$ cat config.mk
export PLATFORM = sky130hd
export DESIGN_NAME = rtc_subsec_shift
export DESIGN_NICKNAME = d
export VERILOG_FILES = /design/src/rtl/rtc_shift_pkg.sv /design/src/rtl/rtc_shift_cmd.sv /design/src/rtl/rtc_subsec_cnt.sv /design/src/rtl/rtc_sync_flag.sv /design/src/rtl/rtc_subsec_shift.sv
export SDC_FILE = /design/constraint.sdc
export NUM_CORES = 1
export LEC_CHECK = 0
export BUFFER_PORTS_ARGS = -buffer_cell sky130_fd_sc_hd__buf_2
export CAP_MARGIN = 0
export CORE_ASPECT_RATIO = 1.2
export CORE_MARGIN = 1.5
export CORE_UTILIZATION = 35
export CTS_CLUSTER_DIAMETER = 120
export DETAILED_ROUTE_END_ITERATION = 7
export PLACE_DENSITY_LB_ADDON = 0.05
export SLEW_MARGIN = 20
export SYNTH_ARGS = -nofsm -noshare
export SYNTH_HDL_FRONTEND = slang
export SYNTH_SLANG_ARGS = --single-unit
$ cat constraint.sdc
create_clock -name clk -period 8 [get_ports clk]
set_input_delay 1.6 -clock clk [delete_from_list [all_inputs] [get_ports clk]]
set_output_delay 1.6 -clock clk [all_outputs]
set_load 0.05 [all_outputs]
$ cat src/rtl/rtc_shift_pkg.sv
package rtc_shift_pkg;
   parameter int SS_W    = 15;
   parameter int CMD_W   = 32;
   parameter int ADD_POS = 31;

   typedef struct packed {
      logic            add_sec;
      logic [SS_W-1:0] sub_val;
   } shift_cmd_t;

   function automatic logic [SS_W-1:0] sat_sum(input logic [SS_W-1:0] a,
                                               input logic [SS_W-1:0] b);
      logic [SS_W:0] wide;
      wide = {1'b0, a} + {1'b0, b};
      return wide[SS_W] ? {SS_W{1'b1}} : wide[SS_W-1:0];
   endfunction
endpackage

$ cat src/rtl/rtc_shift_cmd.sv
module rtc_shift_cmd
   import rtc_shift_pkg::*;
#(
   parameter int W   = SS_W,
   parameter int CW  = CMD_W,
   parameter int AP  = ADD_POS
) (
   input  logic          clk,
   input  logic          rst_n,
   input  logic          wr,
   input  logic [CW-1:0] wdata,
   input  logic          apply,
   output logic          accept,
   output logic          pend,
   output shift_cmd_t    cmd
);
   generate
      if (AP < W || AP >= CW) begin : g_bad_pos
         $error("add-second bit must sit above the subtract field");
      end
      if (W != SS_W) begin : g_bad_w
         $error("field width must match package width");
      end
   endgenerate

   assign accept = wr & ~pend;

   always_ff @(posedge clk or negedge rst_n) begin
      if (!rst_n) begin
         pend <= 1'b0;
         cmd  <= '0;
      end else if (accept) begin
         pend        <= 1'b1;
         cmd.add_sec <= wdata[AP];
         cmd.sub_val <= wdata[W-1:0];
      end else if (apply) begin
         pend <= 1'b0;
      end
   end

   // a pending command is frozen until applied
   a_r5_hold_pending: assert property (@(posedge clk) disable iff (!rst_n)
      pend && !apply |=> pend && $stable(cmd));
   // applying always retires the command
   a_r6_pend_clear: assert property (@(posedge clk) disable iff (!rst_n)
      apply |=> !pend);
   // an accepted write always raises pending
   a_r4_pend_set: assert property (@(posedge clk) disable iff (!rst_n)
      wr && !pend |=> pend);
endmodule

$ cat src/rtl/rtc_subsec_cnt.sv
module rtc_subsec_cnt
   import rtc_shift_pkg::*;
#(
   parameter int W = SS_W
) (
   input  logic         clk,
   input  logic         rst_n,
   input  logic         en,
   input  logic [W-1:0] prediv,
   input  logic         apply,
   input  shift_cmd_t   cmd,
   output logic [W-1:0] cnt,
   output logic [1:0]   inc
);
   logic         wrap;
   logic [W-1:0] base;
   logic [W-1:0] nxt;
   logic [1:0]   nxt_inc;

   always_comb begin
      wrap    = (cnt == '0);
      base    = wrap ? prediv : cnt - 1'b1;
      nxt     = apply ? sat_sum(base, cmd.sub_val) : base;
      nxt_inc = {1'b0, wrap} + {1'b0, apply & cmd.add_sec};
   end

   always_ff @(posedge clk or negedge rst_n) begin
      if (!rst_n) begin
         cnt <= '0;
         inc <= '0;
      end else begin
         inc <= en ? nxt_inc : 2'd0;
         if (en) cnt <= nxt;
      end
   end

   // no enable, no movement
   a_r10_hold: assert property (@(posedge clk) disable iff (!rst_n)
      !en |=> $stable(cnt));
   // plain wrap reloads the divider
   a_r3_reload: assert property (@(posedge clk) disable iff (!rst_n)
      en && !apply && cnt == '0 |=> cnt == $past(prediv) && inc == 2'd1);
   // no calendar increment without a pulse
   a_r7_quiet: assert property (@(posedge clk) disable iff (!rst_n)
      !en |=> inc == 2'd0);
   // a shift never leaves the counter below the plain result
   a_r8_no_wrap: assert property (@(posedge clk) disable iff (!rst_n)
      en && apply && cnt != '0 |=> cnt >= $past(cnt) - 1'b1);
endmodule

$ cat src/rtl/rtc_sync_flag.sv
module rtc_sync_flag #(
   parameter int LAT = 2
) (
   input  logic clk,
   input  logic rst_n,
   input  logic en,
   input  logic accept,
   input  logic apply,
   output logic ok
);
   generate
      if (LAT < 0) begin : g_bad_lat
         $error("settling latency must not be negative");
      end
      if (LAT == 0) begin : g_direct
         always_ff @(posedge clk or negedge rst_n) begin
            if (!rst_n)      ok <= 1'b1;
            else if (accept) ok <= 1'b0;
            else if (apply)  ok <= 1'b1;
         end
      end else begin : g_delayed
         localparam int CW = $clog2(LAT + 1);
         localparam logic [CW-1:0] LOAD = CW'(LAT);
         logic [CW-1:0] wt;
         always_ff @(posedge clk or negedge rst_n) begin
            if (!rst_n) begin
               ok <= 1'b0;
               wt <= LOAD;
            end else if (accept) begin
               ok <= 1'b0;
               wt <= '0;
            end else if (apply) begin
               wt <= LOAD;
            end else if (en && wt != '0) begin
               wt <= wt - 1'b1;
               if (wt == CW'(1)) ok <= 1'b1;
            end
         end
         // the flag only rises on an enable pulse
         a_r9_rise_on_en: assert property (@(posedge clk) disable iff (!rst_n)
            $rose(ok) |-> $past(en));
      end
   endgenerate
endmodule

$ cat src/rtl/rtc_subsec_shift.sv
module rtc_subsec_shift
   import rtc_shift_pkg::*;
#(
   parameter int SYNC_LAT = 2
) (
   input  logic             clk,
   input  logic             rst_n,
   input  logic             prescale_en,
   input  logic [SS_W-1:0]  prediv_s,
   input  logic             cmd_wr,
   input  logic [CMD_W-1:0] cmd_wdata,
   output logic [CMD_W-1:0] cmd_rdata,
   output logic [SS_W-1:0]  ss_count,
   output logic [1:0]       sec_inc,
   output logic             shift_pend,
   output logic             sync_ok
);
   logic       accept;
   logic       apply;
   shift_cmd_t cmd;

   assign apply     = prescale_en & shift_pend;
   assign cmd_rdata = '0;

   rtc_shift_cmd #(.W(SS_W), .CW(CMD_W), .AP(ADD_POS)) u_cmd (
      .clk(clk), .rst_n(rst_n), .wr(cmd_wr), .wdata(cmd_wdata),
      .apply(apply), .accept(accept), .pend(shift_pend), .cmd(cmd)
   );

   rtc_subsec_cnt #(.W(SS_W)) u_cnt (
      .clk(clk), .rst_n(rst_n), .en(prescale_en), .prediv(prediv_s),
      .apply(apply), .cmd(cmd), .cnt(ss_count), .inc(sec_inc)
   );

   rtc_sync_flag #(.LAT(SYNC_LAT)) u_sync (
      .clk(clk), .rst_n(rst_n), .en(prescale_en), .accept(accept),
      .apply(apply), .ok(sync_ok)
   );

   // the time is never reported synchronised while a shift waits
   a_r9_low_while_pending: assert property (@(posedge clk) disable iff (!rst_n)
      shift_pend |-> !sync_ok);
endmodule

# Word level (Yosys, flattened, before mapping)
# Cells that the tools add are included.
[totals] inputBits=51 register_bits=37 mem_bits_rw=0 n_memories=0 mem_bits_ro=0 latchBits=0 wordCells=38
[op_classes] bitwise=4 n_eq_ne=2 n_shift=0 add_sub_neg=4 n_mux=13 multipliers=0 reduce_logical=8 n_lt_le_gt_ge=0 div=0
[ops] cell="$mux 15" n=3
[ops] cell="$add 15x15->16" n=1
[ops] cell="$logic_not 15->1" n=1
[ops] cell="$sub 15x1->15 const B" n=1
[ops] cell="$mux 2" n=4
[ops] cell="$reduce_bool 2->1" n=4
[ops] cell="$mux 1" n=6
[ops] cell="$and 1x1->1" n=3
[ops] cell="$reduce_and 3->1" n=1
[ops] cell="$reduce_bool 3->1" n=1
[ops] cell="$add 1x1->2" n=1
[ops] cell="$eq 2x1->1 const B" n=1
[ops] cell="$ne 2x2->1 const B" n=1
[ops] cell="$sub 2x1->2 const B" n=1
[ops] cell="$logic_and 1x1->1" n=1
[ops] cell="$not 1->1" n=1

# Depth between registers and ports, before layout
[depth] word_depth=5 mapped_depth=18

# Cells and area by module
# Synthesis repeated with hierarchy kept, for this count alone.
[hier_totals] hier_cells=344 area_unflattened_um2=3139.3
[modules_own_cells] module="rtc_subsec_cnt" seq_area_each_um2=425.4 cells_each=257 n_inst=1 area_per_inst_um2=2020.7
[modules_own_cells] module="rtc_shift_cmd" seq_area_each_um2=425.4 cells_each=38 n_inst=1 area_per_inst_um2=688.2
[modules_own_cells] module="rtc_subsec_shift" seq_area_each_um2=0.0 cells_each=34 n_inst=1 area_per_inst_um2=250.2
[modules_own_cells] module="rtc_sync_flag" seq_area_each_um2=76.3 cells_each=15 n_inst=1 area_per_inst_um2=180.2

# Worst setup path before layout
# OpenSTA, ideal clock, no wires.
[synth_path] path_type="flip-flop to flip-flop" from="register u_cnt.cnt[0]" to="register u_cnt.cnt[8]" setup_slack_ps=4046 arrival_time_ps=3834 path_stages_with_launch=17 synth_period_minus_slack_ps=3954 path_buffers=2 cell_sequence="dfrtp_1 > inv_1 > ha_1 > nor4b_4 > nand3_2 > or4_1 > buf_2 > nor2_1 > a21oi_1 > ha_1 > clkbuf_1 > a21oi_1 > o211a_1 > o211ai_1 > a21oi_1 > nand4_1 > a31o_2"
[synth_between] elab_chain_len=5
[synth_rtl] item="from (decl)" line_no="rtc_subsec_cnt.sv:12" source="output logic [W-1:0] cnt,"
[synth_rtl] item="from (signal assigned)" line_no="rtc_subsec_cnt.sv:33" source="if (en) cnt <= nxt;"
[synth_rtl] item="$sub 15x1->15 / $logic_not 15->1 (equally long branches)" line_no="rtc_subsec_cnt.sv:22, rtc_subsec_cnt.sv:21"
[synth_rtl] item="$mux 15 *" line_no="rtc_subsec_cnt.sv:22" source="base = wrap ? prediv : cnt - 1'b1;"
[synth_rtl] item="$add 15x15->16" line_no="rtc_shift_pkg.sv:14" source="wide = {1'b0, a} + {1'b0, b};"
[synth_rtl] item="$mux 15" line_no="rtc_shift_pkg.sv:15" source="return wide[SS_W] ? {SS_W{1'b1}} : wide[SS_W-1:0];"
[synth_rtl] item="$mux 15 *" line_no="rtc_subsec_cnt.sv:23" source="nxt = apply ? sat_sum(base, cmd.sub_val) : base;"
# Every way passes the cells marked *; elsewhere a longest branch is shown, timed or not.
# A chain may end at the register's enable or synchronous reset.

# Final worst setup path
# Same ends and word-level chain as after synthesis.

==> impl_metrics.ini <==
[routing]
drt_iter0_drc = 120
drt-pass1-iter-count = 5
vias = 2714
routed_via_density = 5.20
wl_um = 7990
wl_per_cell_um = 15.3
drcViolationCount = 0
antenna_left = 0

[setup_path]
crit_type = reg -> reg
endpoint_kind = flop
r2r_setup_slack_ns = 3.48
path_common_cell = a21oi_1
cp.arrival_ns = 4.71
cp-startpoint = u_cnt.cnt[0]
setup.worst_path.start_class = flop
cp_max_fo = 9
required_ns = 8.19
reg2reg_depth = 14
cp_slowest_cell = or4_1
endpoint = u_cnt.cnt[8]
crit_chain = inv_1, ha_1, nor4b_4, nand3_2, or4_1, nor2_1, a21oi_1, ha_1, a21oi_1, o211a_1, o211ai_1, a21oi_1, nand4_1, a31o_2
slowest_delay_ns = 0.66
r2r_start = u_cnt.cnt[0]
r2r-end = u_cnt.cnt[8]

[pwr]
power.density_nw_per_um2 = 441
comb_power_share = 0.682
clockPowerShare = 0.093
seqPwrFrac = 0.225
ir_worst_vdd_mv = 0.152
total_leakage_power_nw = 1.54
swShare = 0.540
power.total_mw = 1.51
p_switching_mw = 0.814
p_int_mw = 0.693

[cts]
postCtsHoldBufs = 0
clk-insertion-delay-late_ns = 0.30
htree_num_levels = 2
post_cts_buffers = 0
cts-root-buf = clkbuf_8
cts_tree = built
clkTransAtPathRegs_ns = 0.08
clockBufferDepth = 2
numCtsBuffers = 5
cts_sinks = 37
cts_resized = 0

[timing]
slew_viol_final = 0
slew_headroom = 0.419
rsz0062_at_grt = no
finalSetupTns_ns = 0
skew_ns = 0.0119
tightest_slew_ns = 0.871
min_period_ns = 4.52
hold_viol_final = 0
max_freq_mhz = 221
setup_violations = 0
min_period_over_period = 0.566

[hold_path]
hold_path_depth = 2
min_path_type = reg -> reg

[job]
cap_violations = 0

[synthesis]
synthesis.area_um2 = 3100
async_reset_ff_frac = 1.00
netlist_instances = 359
synth_top_area_cell = dfrtp_1
synth-seq-cells = 37
syn_avg_cell_area_um2 = 8.62
yosys_warnings = 0
synth_edf_count = 0
synthFlopType = dfrtp_1
seq_area_frac_synth = 0.300
synth.area.top_cells = dfrtp_1 (29%), ha_1 (8.1%), buf_4 (7.8%)
ys_types = 55
yosys.area.top_type_share = 0.291

[floorplanning]
ioPinCount = 102
rows = 37
coreArea_um2 = 8560
die_w_um = 88.9
die-area_um2 = 9420
start_util = 0.361
die_h_um = 106

[cells_and_area]
n_fill_cell = 938
layout-drive-gt1-share = 0.210
fin_nets = 476
area_delta_synth_final_pct = 10.3
diodes = 0
multi_input_area_um2 = 1930
ff_latch_area_um2 = 927
final_cells = 522

[grt]
track_usage = 0.177
grt-ovfl-total = 0
antenna_found_initial = 0
grt_pass1_wl_um = 12700
grt_max_degree = 39
grt_pass1_vias = 2585

[place]
port_buffers = 53
dp_cells = 514
dp_hpwl_um = 6060
finalWeightedCongestion = 0.872

[outcome]
status = completed
## layout make-up
type | instances | area share
timing repair buffer | 54 | 0.0799
tap | 117 | 0.0429
sequential | 37 | 0.271
multi-input combinational | 292 | 0.564
inverter | 14 | 0.0158
clock buffer | 8 | 0.0264
## metrics by stage
stage,setup slack (ns),hold WS [ns],utilization,instance area (um2)
after floorplan,4.05,0.473,-,3210
after global placement,3.44,0.486,0.388,3330
after detailed placement,3.37,0.489,0.388,3330
after CTS,3.37,0.509,0.399,3420
after global routing,2.92,0.539,0.399,3420
final,3.48,0.504,0.399,3420
## Yosys cell counts, types with 4 or more instances
library cell,count
ha_1,20
a21o_1,6
nor2_1,30
buf_4,32
inv_1,13
nor4_1,5
o221ai_1,6
a21oi_1,24
nand3_1,4
o22ai_1,7
nor3_1,17
and3_1,5
nand4_1,5
o21a_1,6
mux2_2,18
xnor2_1,9
xor2_1,7
nand2_1,20
dfrtp_1,36
o21ai_0,20
a31oi_1,10
clkbuf_1,13
## placed cells by master, fill, tap and decap left out, drive strengths merged, types with 8 or more instances in the layout
cell and instances:
inv 13, xnor2 9, ha 20, clkbuf 8, nand2 20, o21ai 20
nor2 30, buf 54, nor3 17, a31oi 10, a21oi 24, mux2 19
conb 32, dfrtp 36
## how the worst min path moves through the flow
| stage | start | endpoint | slack (ns) |
|---|---|---|---|
| 6_report | u_sync.ok | u_sync.ok | 0.50 |
| 5_1_grt | u_cmd.cmd[8] | u_cmd.cmd[8] | 0.54 |
| 4_1_cts | u_sync.ok | u_sync.ok | 0.51 |
| 3_5_place_dp | u_sync.ok | u_sync.ok | 0.49 |
| 3_3_place_gp | u_sync.ok | u_sync.ok | 0.49 |
| 2_1_floorplan | u_cmd.cmd[15] | u_cmd.cmd[15] | 0.47 |
## power groups by stage
stage               clock [mW]  combinational (mW)  sequential, mW
finish                   0.141                1.03           0.339
detailed placement           0                1.02           0.343
CTS                      0.147                1.03           0.340
global route             0.155                1.13           0.351
global placement             0                1.02           0.342
floorplan                    0               0.704           0.444
## state kept, by name, indices dropped and copies added, names as in the netlist
register / cells
u_cnt.inc: 2
u_cnt.cnt: 15
u_cmd.cmd: 16
u_sync.g_delayed.wt: 2
u_sync.ok: 1
u_cmd.pend: 1
## metal layers
layer,track usage,vias to the layer above,share of wire
met5,0,-,0
li1,-,1347,-
met3,0.0326,9,0.040
met2,0.294,81,0.49
met1,0.224,1277,0.45
met4,0.0658,0,0.018
## cell families after synthesis
family | after synthesis | share of synthesized area
buffers and inverters | 61 | 0.116
DFF | 37 | 0.300
AOI/OAI and AO/OA | 101 | 0.212
adders and majority gates | 21 | 0.0873
other | 1 | 0.00121
xor gates and xnor gates | 16 | 0.0453
muxes | 19 | 0.0703
and+or+nand+nor | 103 | 0.168
## worst max-delay path: cells and delay by family (launching register included)
kind                     cells  cell delay (ns)
AND/OR/NAND/NOR              5             1.62
adder cells (fa/ha/maj)      2             0.67
AO/OA/AOI/OAI                6             1.59
flip-flops                   1             0.42
buffers and inverters        1             0.12
No activity file was read; power rests on OpenSTA's default activity.
